===== src/rtl/sobel_pkg.sv =====
package sobel_pkg;

    localparam int PIX_W  = 8;
    localparam int TAPS   = 8;
    localparam int PHASES = 4;
    localparam int PH_W   = $clog2(PHASES);

    typedef enum logic [2:0] {
        ST_IDLE,
        ST_RIM,
        ST_CORE,
        ST_DRAIN,
        ST_FIN
    } ctl_state_e;

    // Tap k of a neighbourhood, as a row offset 0..2 (meaning -1..+1).
    // Taps 2p and 2p+1 are fetched in phase p on ports A and B.
    function automatic int tap_dr(input int k);
        if (k < 3)      return 0;
        else if (k < 5) return 1;
        else            return 2;
    endfunction

    // Column offset 0..2 (meaning -1..+1) of tap k.
    function automatic int tap_dc(input int k);
        case (k)
            0, 3, 5: return 0;
            1, 6:    return 1;
            default: return 2;
        endcase
    endfunction

endpackage


===== src/rtl/sobel_rim_walk.sv =====
module sobel_rim_walk #(
    parameter int ROWS = 512,
    parameter int COLS = 512,
    parameter int AW   = 18
) (
    input  logic          clk,
    input  logic          rst_n,
    input  logic          go,
    output logic          act,
    output logic          last,
    output logic [AW-1:0] addr
);

    localparam int RW = $clog2(ROWS);
    localparam int CW = $clog2(COLS);

    typedef struct packed {
        logic          run;
        logic [RW-1:0] row;
        logic [CW-1:0] col;
    } rim_s;

    rim_s q, d;
    logic cap_row;
    logic at_end;

    // Visits only perimeter pixels, row-major: full top and bottom rows,
    // and only the first and last column of every row in between.
    always_comb begin
        d       = q;
        cap_row = (q.row == RW'(0)) || (q.row == RW'(ROWS - 1));
        at_end  = q.run && (q.row == RW'(ROWS - 1)) && (q.col == CW'(COLS - 1));
        if (go) begin
            d.run = 1'b1;
            d.row = '0;
            d.col = '0;
        end else if (q.run) begin
            if (q.col == CW'(COLS - 1)) begin
                d.col = '0;
                if (at_end) d.run = 1'b0;
                else        d.row = q.row + RW'(1);
            end else if (cap_row) begin
                d.col = q.col + CW'(1);
            end else begin
                d.col = CW'(COLS - 1);
            end
        end
    end

    always_ff @(posedge clk or negedge rst_n) begin
        if (!rst_n) q <= '0;
        else        q <= d;
    end

    assign act  = q.run;
    assign last = at_end;
    assign addr = AW'(int'(q.row) * COLS + int'(q.col));

endmodule


===== src/rtl/sobel_core_walk.sv =====
module sobel_core_walk
    import sobel_pkg::*;
#(
    parameter int ROWS = 512,
    parameter int COLS = 512,
    parameter int AW   = 18
) (
    input  logic            clk,
    input  logic            rst_n,
    input  logic            go,
    output logic            rd_en,
    output logic [AW-1:0]   addr_a,
    output logic [AW-1:0]   addr_b,
    output logic [PH_W-1:0] phase,
    output logic [AW-1:0]   ctr_addr,
    output logic            last_issue
);

    localparam int RW = $clog2(ROWS);
    localparam int CW = $clog2(COLS);

    typedef struct packed {
        logic            run;
        logic [RW-1:0]   row;
        logic [CW-1:0]   col;
        logic [PH_W-1:0] ph;
    } walk_s;

    walk_s q, d;
    logic  pix_last;
    logic  [1:0][AW-1:0] tap_addr;

    // One flattened iterator over the interior; four phases per pixel.
    always_comb begin
        d        = q;
        pix_last = (q.row == RW'(ROWS - 2)) && (q.col == CW'(COLS - 2));
        if (go) begin
            d.run = 1'b1;
            d.row = RW'(1);
            d.col = CW'(1);
            d.ph  = '0;
        end else if (q.run) begin
            d.ph = q.ph + PH_W'(1);
            if (q.ph == PH_W'(PHASES - 1)) begin
                if (pix_last) begin
                    d.run = 1'b0;
                end else if (q.col == CW'(COLS - 2)) begin
                    d.col = CW'(1);
                    d.row = q.row + RW'(1);
                end else begin
                    d.col = q.col + CW'(1);
                end
            end
        end
    end

    always_ff @(posedge clk or negedge rst_n) begin
        if (!rst_n) q <= '0;
        else        q <= d;
    end

    for (genvar g = 0; g < 2; g++) begin : g_port
        assign tap_addr[g] = AW'((int'(q.row) - 1 + tap_dr(2 * int'(q.ph) + g)) * COLS
                                 + int'(q.col) - 1 + tap_dc(2 * int'(q.ph) + g));
    end

    assign rd_en      = q.run;
    assign addr_a     = tap_addr[0];
    assign addr_b     = tap_addr[1];
    assign phase      = q.ph;
    assign ctr_addr   = AW'(int'(q.row) * COLS + int'(q.col));
    assign last_issue = q.run && (q.ph == PH_W'(PHASES - 1)) && pix_last;

endmodule


===== src/rtl/sobel_grad.sv =====
module sobel_grad
    import sobel_pkg::*;
#(
    parameter int AW = 18
) (
    input  logic             clk,
    input  logic             rst_n,
    input  logic             iss_vld,
    input  logic [PH_W-1:0]  iss_ph,
    input  logic [AW-1:0]    iss_ctr,
    input  logic [PIX_W-1:0] dat_a,
    input  logic [PIX_W-1:0] dat_b,
    output logic             res_vld,
    output logic [AW-1:0]    res_addr,
    output logic [PIX_W-1:0] res_pix
);

    typedef struct packed {
        logic [TAPS-3:0][PIX_W-1:0] taps;
        logic                       r_vld;
        logic [PH_W-1:0]            r_ph;
        logic [AW-1:0]              r_ctr;
        logic                       o_vld;
        logic [AW-1:0]              o_addr;
        logic [PIX_W-1:0]           o_pix;
    } grad_s;

    grad_s q, d;
    logic [TAPS-1:0][PIX_W-1:0] t;
    int gx_v, gy_v, mag_v;

    // Six taps are held; the final pair is used straight off the ports.
    always_comb begin
        t     = {dat_b, dat_a, q.taps};
        gx_v  = (int'(t[2]) + 2 * int'(t[4]) + int'(t[7]))
              - (int'(t[0]) + 2 * int'(t[3]) + int'(t[5]));
        gy_v  = (int'(t[5]) + 2 * int'(t[6]) + int'(t[7]))
              - (int'(t[0]) + 2 * int'(t[1]) + int'(t[2]));
        mag_v = (gx_v < 0 ? -gx_v : gx_v) + (gy_v < 0 ? -gy_v : gy_v);

        d       = q;
        d.r_vld = iss_vld;
        d.r_ph  = iss_ph;
        d.r_ctr = iss_ctr;
        d.o_vld = 1'b0;
        if (q.r_vld) begin
            if (q.r_ph == PH_W'(PHASES - 1)) begin
                d.o_vld  = 1'b1;
                d.o_addr = q.r_ctr;
                d.o_pix  = (mag_v > 255) ? 8'hFF : mag_v[PIX_W-1:0];
            end else begin
                d.taps[{q.r_ph, 1'b0}] = dat_a;
                d.taps[{q.r_ph, 1'b1}] = dat_b;
            end
        end
    end

    always_ff @(posedge clk or negedge rst_n) begin
        if (!rst_n) q <= '0;
        else        q <= d;
    end

    assign res_vld  = q.o_vld;
    assign res_addr = q.o_addr;
    assign res_pix  = q.o_pix;

endmodule


===== src/rtl/sobel_edge_engine.sv =====
module sobel_edge_engine
    import sobel_pkg::*;
#(
    parameter  int ROWS = 512,
    parameter  int COLS = 512,
    localparam int AW   = $clog2(ROWS * COLS)
) (
    input  logic             clk,
    input  logic             rst_n,
    input  logic             start,
    output logic             done,
    output logic             rd_en_a,
    output logic [AW-1:0]    rd_addr_a,
    input  logic [PIX_W-1:0] rd_data_a,
    output logic             rd_en_b,
    output logic [AW-1:0]    rd_addr_b,
    input  logic [PIX_W-1:0] rd_data_b,
    output logic             wr_en,
    output logic [AW-1:0]    wr_addr,
    output logic [PIX_W-1:0] wr_data
);

    typedef struct packed {
        ctl_state_e st;
    } ctl_s;

    ctl_s q, d;

    logic            rim_go, rim_act, rim_last;
    logic [AW-1:0]   rim_addr;
    logic            core_go, core_rd, core_last;
    logic [AW-1:0]   core_a, core_b, core_ctr;
    logic [PH_W-1:0] core_ph;
    logic            res_vld;
    logic [AW-1:0]   res_addr;
    logic [PIX_W-1:0] res_pix;

    always_comb begin
        d       = q;
        rim_go  = 1'b0;
        core_go = 1'b0;
        case (q.st)
            ST_IDLE: if (start) begin
                d.st   = ST_RIM;
                rim_go = 1'b1;
            end
            ST_RIM: if (rim_last) begin
                d.st    = ST_CORE;
                core_go = 1'b1;
            end
            ST_CORE:  if (core_last) d.st = ST_DRAIN;
            ST_DRAIN: if (res_vld)   d.st = ST_FIN;
            default:  d.st = ST_IDLE;
        endcase
    end

    always_ff @(posedge clk or negedge rst_n) begin
        if (!rst_n) q.st <= ST_IDLE;
        else        q    <= d;
    end

    sobel_rim_walk #(.ROWS(ROWS), .COLS(COLS), .AW(AW)) u_rim (
        .clk  (clk),
        .rst_n(rst_n),
        .go   (rim_go),
        .act  (rim_act),
        .last (rim_last),
        .addr (rim_addr)
    );

    sobel_core_walk #(.ROWS(ROWS), .COLS(COLS), .AW(AW)) u_core (
        .clk       (clk),
        .rst_n     (rst_n),
        .go        (core_go),
        .rd_en     (core_rd),
        .addr_a    (core_a),
        .addr_b    (core_b),
        .phase     (core_ph),
        .ctr_addr  (core_ctr),
        .last_issue(core_last)
    );

    sobel_grad #(.AW(AW)) u_grad (
        .clk     (clk),
        .rst_n   (rst_n),
        .iss_vld (core_rd),
        .iss_ph  (core_ph),
        .iss_ctr (core_ctr),
        .dat_a   (rd_data_a),
        .dat_b   (rd_data_b),
        .res_vld (res_vld),
        .res_addr(res_addr),
        .res_pix (res_pix)
    );

    assign rd_en_a   = core_rd;
    assign rd_en_b   = core_rd;
    assign rd_addr_a = core_a;
    assign rd_addr_b = core_b;

    assign wr_en   = rim_act | res_vld;
    assign wr_addr = rim_act ? rim_addr : res_addr;
    assign wr_data = rim_act ? '0 : res_pix;

    assign done = (q.st == ST_FIN);

endmodule


===== config.mk =====
export PLATFORM = sky130hd
export DESIGN_NAME = sobel_edge_engine
export DESIGN_NICKNAME = d
export VERILOG_FILES = /design/src/rtl/sobel_pkg.sv /design/src/rtl/sobel_rim_walk.sv /design/src/rtl/sobel_core_walk.sv /design/src/rtl/sobel_grad.sv /design/src/rtl/sobel_edge_engine.sv
export SDC_FILE = /design/constraint.sdc
export NUM_CORES = 1
export LEC_CHECK = 0
export ABC_AREA = 1
export BUFFER_PORTS_ARGS = -buffer_cell sky130_fd_sc_hd__buf_4
export CORE_MARGIN = 2
export CORE_UTILIZATION = 58
export DETAILED_ROUTE_END_ITERATION = 16
export GPL_TIMING_DRIVEN = 0
export PLACE_DENSITY = 0.85
export SKIP_CTS_REPAIR_TIMING = 1
export SYNTH_ARGS = -nofsm -noshare
export SYNTH_HDL_FRONTEND = slang
export SYNTH_HIERARCHICAL = 1
export SYNTH_SLANG_ARGS = --single-unit

===== constraint.sdc =====
create_clock -name clk -period 6.6 [get_ports clk]
set_input_delay 1.32 -clock clk [delete_from_list [all_inputs] [get_ports clk]]
set_output_delay 1.32 -clock clk [all_outputs]
set_load 0.01 [all_outputs]

# Yosys cells after proc, flatten, opt, wreduce, memory -nomap -nowiden
# Index checks and enable logic that the tools add are counted.
# classes
n_mux,42
n_eq_ne,20
mul,0
shifts,0
div,0
n_bitwise,2
n_lt_le_gt_ge,11
n_reduce_logical,25
n_addsub,30
# ops
operator,count
$add A32 B9 Y32,4
$bwmux W48,2
$eq A32 B3 Y1 const B,2
$logic_not A32 Y1,2
$lt A32 B1 Y1 const B,2
$mux W32,2
$neg A32 Y32,2
$sub A32 B32 Y32,2
$mux W19,3
$mux W27,2
$mux W9,5
$mux W21,2
$add A8 B9 Y10,4
$add A18 B10 Y18,2
$add A18 B3 Y18,2
$add A18 B9 Y18,2
$add A9 B1 Y9 const B,4
$eq A9 B9 Y1 const B,4
$mux W18,2
$sub A18 B2 Y18 const B,2
$add A32 B32 Y32,1
$demux W8 S2,2
$eq A32 B1 Y1 const B,1
$eq A32 B2 Y1 const B,1
36 further kinds,73
# totals
out_inout_bits,66
register_bits,139
mem_bits_ro,0
latchBits,0
input_bits,19
ram_bits,0
wordCells,150
mem_count,0

# Logic depth before layout (Yosys ltp)
# Gate-level depths: netlist of the first run.
# depth
word_depth,10
ltp_mapped,43
depth_no_buf,42

# Modules after synthesis
# Netlist of the first run, hierarchy kept.
# by_module_without_submodules
module,cells_each,n_inst,area_each_um2,seq_area_each_um2
sobel_grad,1247,1,8989.9,2402.3
sobel_core_walk,510,1,3320.7,525.5
sobel_rim_walk,161,1,1144.8,475.5
sobel_edge_engine,110,1,520.5,75.1

# Worst setup path after synthesis of the first run
# Ideal clock, no wire load.
# synth_timing
path_type,input to register
from,input rd_data_a[0]
to,register u_grad.q (netlist bit u_grad/res_pix[0])
setup_time_ns,0.129
t_required_ns,6.471
slack_ns,-0.047
stages,31
t_arrival_ns,6.518
n_path_buf,2
path_cell_list,inv_1 -> fa_1 -> inv_1 -> ha_1 -> inv_1 -> fa_1 -> o21ai_0 -> a21oi_1 -> o21ai_0 -> xnor2_1 -> fa_1 -> inv_1 -> ha_1 -> nand2_1 -> inv_1 -> nand2_1 -> nand2_1 -> a21oi_1 -> buf_2 -> buf_4 -> o21ai_0 -> fa_1 -> nand3_1 -> nand3_1 -> nand2_1 -> nand2_1 -> xor2_1 -> nor3_1 -> nand4_1 -> o21bai_4 -> a21oi_1
# synth_via
elab_chain_len,8
elab_cells_between_ends,9
classes_between,5 x add/sub; 2 x order compare; 2 x mux
# synth_lines
item,line_no,rtl
"start, declared",sobel_edge_engine.sv:14,"input logic [PIX_W-1:0] rd_data_a,"
$add A8 B9 Y10 (*),sobel_grad.sv:37,gy_v = (int'(t[5]) + 2 * int'(t[6]) + int'(t[7]))
$add A32 B9 Y32 (*),sobel_grad.sv:37,
$sub A32 B32 Y32 (*),sobel_grad.sv:38,- (int'(t[0]) + 2 * int'(t[1]) + int'(t[2]));
$neg A32 Y32 / $lt A32 B1 Y1 (equally long branches),sobel_grad.sv:39,mag_v = (gx_v < 0 ? -gx_v : gx_v) + (gy_v < 0 ? -gy_v : gy_v);
$mux W32 (*),sobel_grad.sv:39,
$add A32 B32 Y32 (*),sobel_grad.sv:39,
$gt A32 B9 Y1,sobel_grad.sv:50,d.o_pix = (mag_v > 255) ? 8'hFF : mag_v[PIX_W-1:0];
$mux W8 (*),sobel_grad.sv:50,
"end signal, assigned",sobel_grad.sv:59,if (!rst_n) q <= '0;
"end signal, assigned",sobel_grad.sv:60,else q <= d;
"end, declared",sobel_grad.sv:28,"grad_s q, d;"
# Every way passes the cells marked *; elsewhere a longest branch is shown, timed or not.
# A chain may end at the register's enable or synchronous reset.

# Final worst setup path of the first run
# layout_timing
from,input rd_data_a[2]
to,register u_grad.q (netlist bit u_grad/res_pix[3])
# Same word-level chain as after synthesis.

==> run_results.csv, run 1 <==
group,metric,value,unit
run_status,outcome,"complete, but fails checks",
run_status,violations,"negative setup slack",
clock_tree,h-tree-depth,4,
placed_design,placed_cells,2461,
finish,nets,2393,
setup_path,crit_slowest_cell,"fa_1",
placed_design,port_buffers,84,
logic_synthesis,ys_warn_count,6,
drt,drtAntennaViolNets,0,
setup_path,crit_fanout,8,
logic_synthesis,yosys_most_used_dff,"dfrtp_1",
global_route,grt_max_degree,103,
placed_design,place_hpwl,27.5,mm
global_route,grt_overflow,0,
clock_tree,cts_root_buf,"clkbuf_16",
finish,fin_cells,2529,
finish,fillCellCount,1723,
timing,clock-skew-final,0.0160,ns
clock_tree,clock_path_buffers,2,
drt,drt-initial-drc-count,1617,
finish,multi_input_area,9590,um^2
setup_path,path_depth,33,
drt,wl,45.2,mm
floorplanning,chipHeight,159,um
logic_synthesis,synth_seq_cells,139,
timing,finalMaxSlewViolations,0,
finish,drive_above_1_share,17.2,%
drt,avgRoutedWirePerCell,17.9,um
setup_path,crit_buf_inv,5,
worst_hold_path,whs_path_depth,0,
timing,min_period,7.02,ns
logic_synthesis,avgSynthCellArea,6.89,um^2
floorplanning,core,23500,um^2
worst_hold_path,hold_end,"u_grad/q[28]",
timing,timing.fmax,142,MHz
timing,rsz0062_at_grt,"yes",
drt,drc,0,
clock_tree,numClockSinks,139,
clock_tree,cts.clk_slew.worst_paths,0.07,ns
setup_path,critPathLaunchType,"input pin",
setup_path,endpoint_kind,"flop",
logic_synthesis,synth-async-reset-ratio,100,%
worst_hold_path,min_path_type,"flop to flop",
floorplanning,start_util,59.4,%
timing,whs,0.450,ns
setup_path,ff2ff_path_depth,28,
floorplanning,ios,85,
power,p_leak,9.39,nW
global_route,first_global_vias,13100,
setup_path,max_stage_delay,0.53,ns
clock_tree,cts_buffers,17,
power,peakVddDrop,0.216,mV
global_route,grt_first_pass_wirelength,60.7,mm
timing,hold_viol,0,
clock_tree,cts_tree,"built",
power,p_per_area,264,nW/um^2
timing,finalSetupViolations,8,
setup_path,crit_type,"input pin to flop",
job,cap_violations,0,
setup_path,worstPathArrival,7.33,ns
timing,tightest_slew,0.686,ns
finish,seqCellArea,3480,um^2
setup_path,cp.required,6.91,ns
floorplanning,die_area,25400,um^2
logic_synthesis,mappedNetlistArea,14000,um^2
drt,viasPerCell,5.76,
floorplanning,die_width,159,um
finish,antenna_cells,0,
setup_path,r2r-end,"u_grad/res_pix[3]",
timing,maxSlewHeadroom,53.8,%
clock_tree,clk_latency,0.44,ns
timing,period_share,106,%
global_route,antenna_found_initial,0,
drt,vias,14600,
timing,worst_slack,-0.420,ns
placed_design,gp_congestion,0.945,
floorplanning,num_rows,56,
drt,firstDrtPassIters,6,
setup_path,r2r-start,"u_grad/q[50]",
global_route,grtUsageTotal,29.0,%
power,design_power_total,0.00443,W
logic_synthesis,synth-seq-area-share,24.9,%
setup_path,crit_family,"adder cells",
logic_synthesis,synthCells,2028,
setup_path,cp_common_cell,"nand2_1",
setup_path,r2r_setup_slack,0.03,ns
logic_synthesis,synth_edf_count,0,
logic_synthesis,ys_types,49,
worst_hold_path,hold_path.startpoint,"u_core/q[3]",
finish,area_growth_syn_to_layout,20.2,%
-- cell usage after synthesis (2+ instances only) --
cell type | n | area [um^2]
nand2_4 | 2 | 22.5
or2_2 | 9 | 56.3
nand4_1 | 19 | 119
nand2_1 | 621 | 2330
dfrtp_1 | 139 | 3480
nor4_1 | 5 | 31.3
ha_1 | 124 | 1550
o21bai_1 | 6 | 45.0
fa_1 | 53 | 1060
nor2_1 | 139 | 522
xnor2_1 | 36 | 315
o21a_1 | 2 | 15.0
nand3_2 | 2 | 20.0
o21ai_0 | 91 | 455
buf_4 | 29 | 218
xor2_2 | 2 | 32.5
o21ai_1 | 5 | 25.0
xor2_1 | 68 | 596
buf_2 | 5 | 25.0
o221ai_1 | 2 | 17.5
clkbuf_1 | 16 | 60.1
nand3_1 | 102 | 510
nor2_2 | 15 | 93.8
inv_1 | 355 | 1330
inv_2 | 15 | 56.3
and2_1 | 7 | 43.8
nand2_2 | 18 | 113
a21o_1 | 3 | 22.5
o211ai_1 | 2 | 15.0
nand3b_1 | 13 | 97.6
a21oi_1 | 89 | 445
nor3_1 | 17 | 85.1
-- routing by layer --
| metal | wire (um) | track usage (%) | share of wire (%) |
|---|---|---|---|
| met1 | 16800 | 36.0 | 37 |
| met2 | 21400 | 50.9 | 47 |
| met3 | 3880 | 3.75 | 8.6 |
| met4 | 3090 | 12.0 | 6.8 |
| met5 | 0 | 0 | 0 |
-- worst max-delay path by stage --
stage | from | to | slack [ns]
final | rd_data_a[2] | u_grad/res_pix[3] | -0.42
after global routing | rd_data_a[2] | u_grad/res_pix[3] | -0.57
after CTS | rd_data_a[0] | u_grad/res_pix[0] | -0.94
after detailed placement | rd_data_a[0] | u_grad/res_pix[0] | -1.21
after global placement | rd_data_a[0] | u_grad/res_pix[0] | -1.06
after floorplan | rd_data_a[0] | u_grad/res_pix[0] | 0.02
-- layout by cell type, fill, tap and decap left out, drive strengths merged, types with 3 or more instances in the layout --
master,count
nand4,19
nand2,641
conb,29
inv,380
o21bai,7
a21oi,89
nor3,19
fa,53
nand3,104
dfrtp,139
or2,9
clkinv,4
xnor2,36
nor4,5
clkbuf,33
a21o,3
nor2,155
xor2,70
nand3b,13
ha,124
o21ai,96
and2,7
bufinv,3
buf,156
-- registers in the layout (all words and copies together), names as in the netlist --
name / cells
u_grad/q: 69
u_core/q: 18
u_grad/res_addr: 18
u_rim/q: 18
u_grad/res_pix: 8
q: 3
u_core/phase: 2
u_core/rd_en: 1
u_grad/res_vld: 1
u_rim/act: 1
-- logic make-up (layout without fill, tap and decap cells) --
family	after synthesis	after routing	share of synthesized area [%]
and+or+nand+nor	974	974	29.4
buffers and inverters	422	576	12.2
AOI/OAI and AO/OA	209	209	8.12
adders and majority gates	177	177	18.7
DFF	139	139	24.9
xor gates and xnor gates	106	106	6.75
other	1	29	0.0268
-- stage by stage --
stage          util (%)  worst slack, ns  setup TNS (ns)  instance area (um^2)
2_1_floorplan         -           0.0235               0                 14100
3_3_place_gp       64.2            -1.06           -8.35                 15100
3_5_place_dp       64.3            -1.21           -9.56                 15100
4_1_cts            67.1           -0.944           -7.45                 15800
5_1_grt            71.4           -0.565           -4.42                 16800
6_report           71.4           -0.420           -3.28                 16800
-- cell type report --
cell class	instances	share of cell area (%)
multi-input combinational	1495	57.1
sequential	139	20.7
inverter	372	8.36
timing repair buffer	122	5.76
clock buffer	17	2.53
tap	319	2.38
buffer	50	1.91
clock inverter	15	1.30
-- where the power goes --
| group | total, W | switching (W) | internal [W] |
|---|---|---|---|
| sequential | 0.000970 | 0.0000586 | 0.000912 |
| clock | 0.00107 | 0.000456 | 0.000619 |
| combinational | 0.00239 | 0.00145 | 0.000939 |
Note: power is estimated with default switching activity, not from simulation.
==> run 2, diff against run 1 <==
==> constraint.sdc (replaced) <==
create_clock -name clk -period 6.6 [get_ports clk]
set_input_delay 0.33 -clock clk [delete_from_list [all_inputs] [get_ports clk]]
set_output_delay 0.33 -clock clk [all_outputs]
set_load 0.01 [all_outputs]
==> run_results.csv, run 2 (synthesized netlist as in run 1, its figures left out) <==
group,metric,value,unit
finish,multi_input_area,9030,um^2
timing,min_period,6.38,ns
timing,worst_slack,0.217,ns
timing,clock-skew-final,0.0147,ns
timing,tightest_slew,0.932,ns
global_route,first_global_vias,13100,
finish,final_common_cell,"nand2_1",
setup_path,cp.required,6.89,ns
timing,finalSetupViolations,0,
finish,largest_reg_flops,69,
power,peakVddDrop,0.199,mV
drt,drc,0,
run_status,outcome,"complete, no violations",
setup_path,endpoint_kind,"flop",
floorplanning,chipHeight,159,um
worst_hold_path,min_path_type,"input pin to flop",
timing,whs,0.232,ns
finish,area_growth_syn_to_layout,13.6,%
finish,nets,2361,
setup_path,crit_fanout,8,
timing,hold_viol,0,
finish,fin_cells,2497,
placed_design,place_area,15100,um^2
power,seqPwrFrac,26.0,%
setup_path,cp_common_cell,"inv_1",
power,p_sw_share,43.6,%
global_route,grtUsageTotal,28.7,%
placed_design,gp_congestion,0.932,
setup_path,ff2ff_path_depth,31,
setup_path,crit_slowest_cell,"fa_1",
job,cap_violations,0,
power,internal_power,0.00210,W
power,p_per_area,235,nW/um^2
timing,finalMaxSlewViolations,0,
finish,final_cell_area,15900,um^2
floorplanning,ios,85,
drt,firstDrtPassIters,6,
drt,drtAntennaViolNets,0,
clock_tree,cts_buffers,17,
clock_tree,numClockSinks,139,
power,power_frac_comb,49.0,%
placed_design,place_hpwl,27.8,mm
drt,drt-initial-drc-count,1120,
global_route,antenna_found_initial,0,
timing,period_share,96.7,%
finish,regMostFlops,"u_grad/q",
floorplanning,start_util,59.4,%
global_route,grt_overflow,0,
placed_design,pre_cts_slack,-0.328,ns
finish,antenna_cells,0,
floorplanning,die_width,159,um
worst_hold_path,whs_path_depth,3,
placed_design,placed_cells,2460,
clock_tree,clk_latency,0.43,ns
timing,maxSlewHeadroom,37.3,%
drt,avgRoutedWirePerCell,14.6,um
global_route,grt_first_pass_wirelength,60.0,mm
power,power_frac_clock,24.9,%
floorplanning,die_area,25400,um^2
placed_design,port_buffers,84,
setup_path,max_stage_delay,0.53,ns
clock_tree,cts_root_buf,"clkbuf_16",
finish,drive_above_1_share,11.4,%
drt,vias,13400,
drt,wl,36.6,mm
clock_tree,cts.clk_slew.worst_paths,0.07,ns
clock_tree,clock_path_buffers,2,
floorplanning,num_rows,56,
clock_tree,h-tree-depth,4,
setup_path,worstPathArrival,6.67,ns
floorplanning,core,23500,um^2
power,switching_power,0.00162,W
timing,timing.fmax,157,MHz
global_route,grt_max_degree,100,
drt,viasPerCell,5.35,
power,p_leak,9.09,nW
finish,layout_common_cells,"619 x nand2_1, 355 x inv_1, 139 x dfrtp_1",
finish,fillCellCount,1968,
setup_path,crit_type,"flop to flop",
setup_path,critPathLaunchType,"flop",
finish,seqCellArea,3480,um^2
finish,final_util,67.4,%
clock_tree,cts_tree,"built",
-- run 2: changes by cell type in the layout (fill, tap and decap cells not counted), moves of 13 or more --
cell	change
buf_4	-26
nand2_2	-21
inv_1	+14
a21oi_1	+13
ha_1	+16
nand2_1	+28
ha_4	-16
-- run 2: path summary, 6_finish.rpt --
path,start,to,slack (ns)
setup / recovery,u_grad/q[89],u_grad/res_pix[0],0.22
hold / removal,rd_data_a[5],u_grad/q[85],0.23
setup reg to reg,u_grad/q[89],u_grad/res_pix[0],0.22
hold reg to reg,u_core/q[2],u_grad/q[27],0.44
max in group asynchronous,rst_n,u_grad/res_pix[7],5.41
min in group asynchronous,rst_n,u_grad/q[69],0.37
-- run 2: power groups by stage --
stage	combinational [W]	sequential (W)	clock, W
6_report	0.00183	0.000970	0.000929
5_1_grt	0.00205	0.000977	0.000976
3_3_place_gp	0.00162	0.000980	0
2_1_floorplan	0.00129	0.000961	0
3_5_place_dp	0.00168	0.000982	0
4_1_cts	0.00170	0.000968	0.000933
-- run 2: metal layers --
layer	part of all wire [%]	global-route usage (%)	up-vias	wire length, um
met5	0	0	-	0
met4	4.1	14.0	0	1510
met3	6.3	4.27	110	2320
met2	48	49.0	572	17600
met1	42	35.8	6197	15200
li1	-	-	6491	-
-- run 2: layout make-up --
class	instances	area share, %
Buffer	50	1.95
Clock buffer	20	2.88
Clock inverter	12	0.646
Inverter	372	8.80
Multi-Input combinational cell	1495	56.9
Sequential cell	139	21.9
Tap cell	319	2.51
Timing Repair Buffer	90	4.42
-- run 2: through the flow --
| stage | total power [W] | setup TNS, ns |
|---|---|---|
| 3_5_place_dp | 0.00266 | -2.50 |
| 2_1_floorplan | 0.00225 | 0 |
| 3_3_place_gp | 0.00260 | -1.06 |
| 5_1_grt | 0.00400 | -0.535 |
| 4_1_cts | 0.00360 | -2.63 |
| 6_report | 0.00373 | 0 |
-- run 2: critical path: cells and delay by family (launching register included) --
kind	cells	cell delay [ns]
xor gates and xnor gates	3	0.62
adders and majority gates	6	2.46
buffers and inverters	7	0.48
AOI/OAI and AO/OA	3	0.64
DFF	1	0.38
and+or+nand+nor	12	1.64
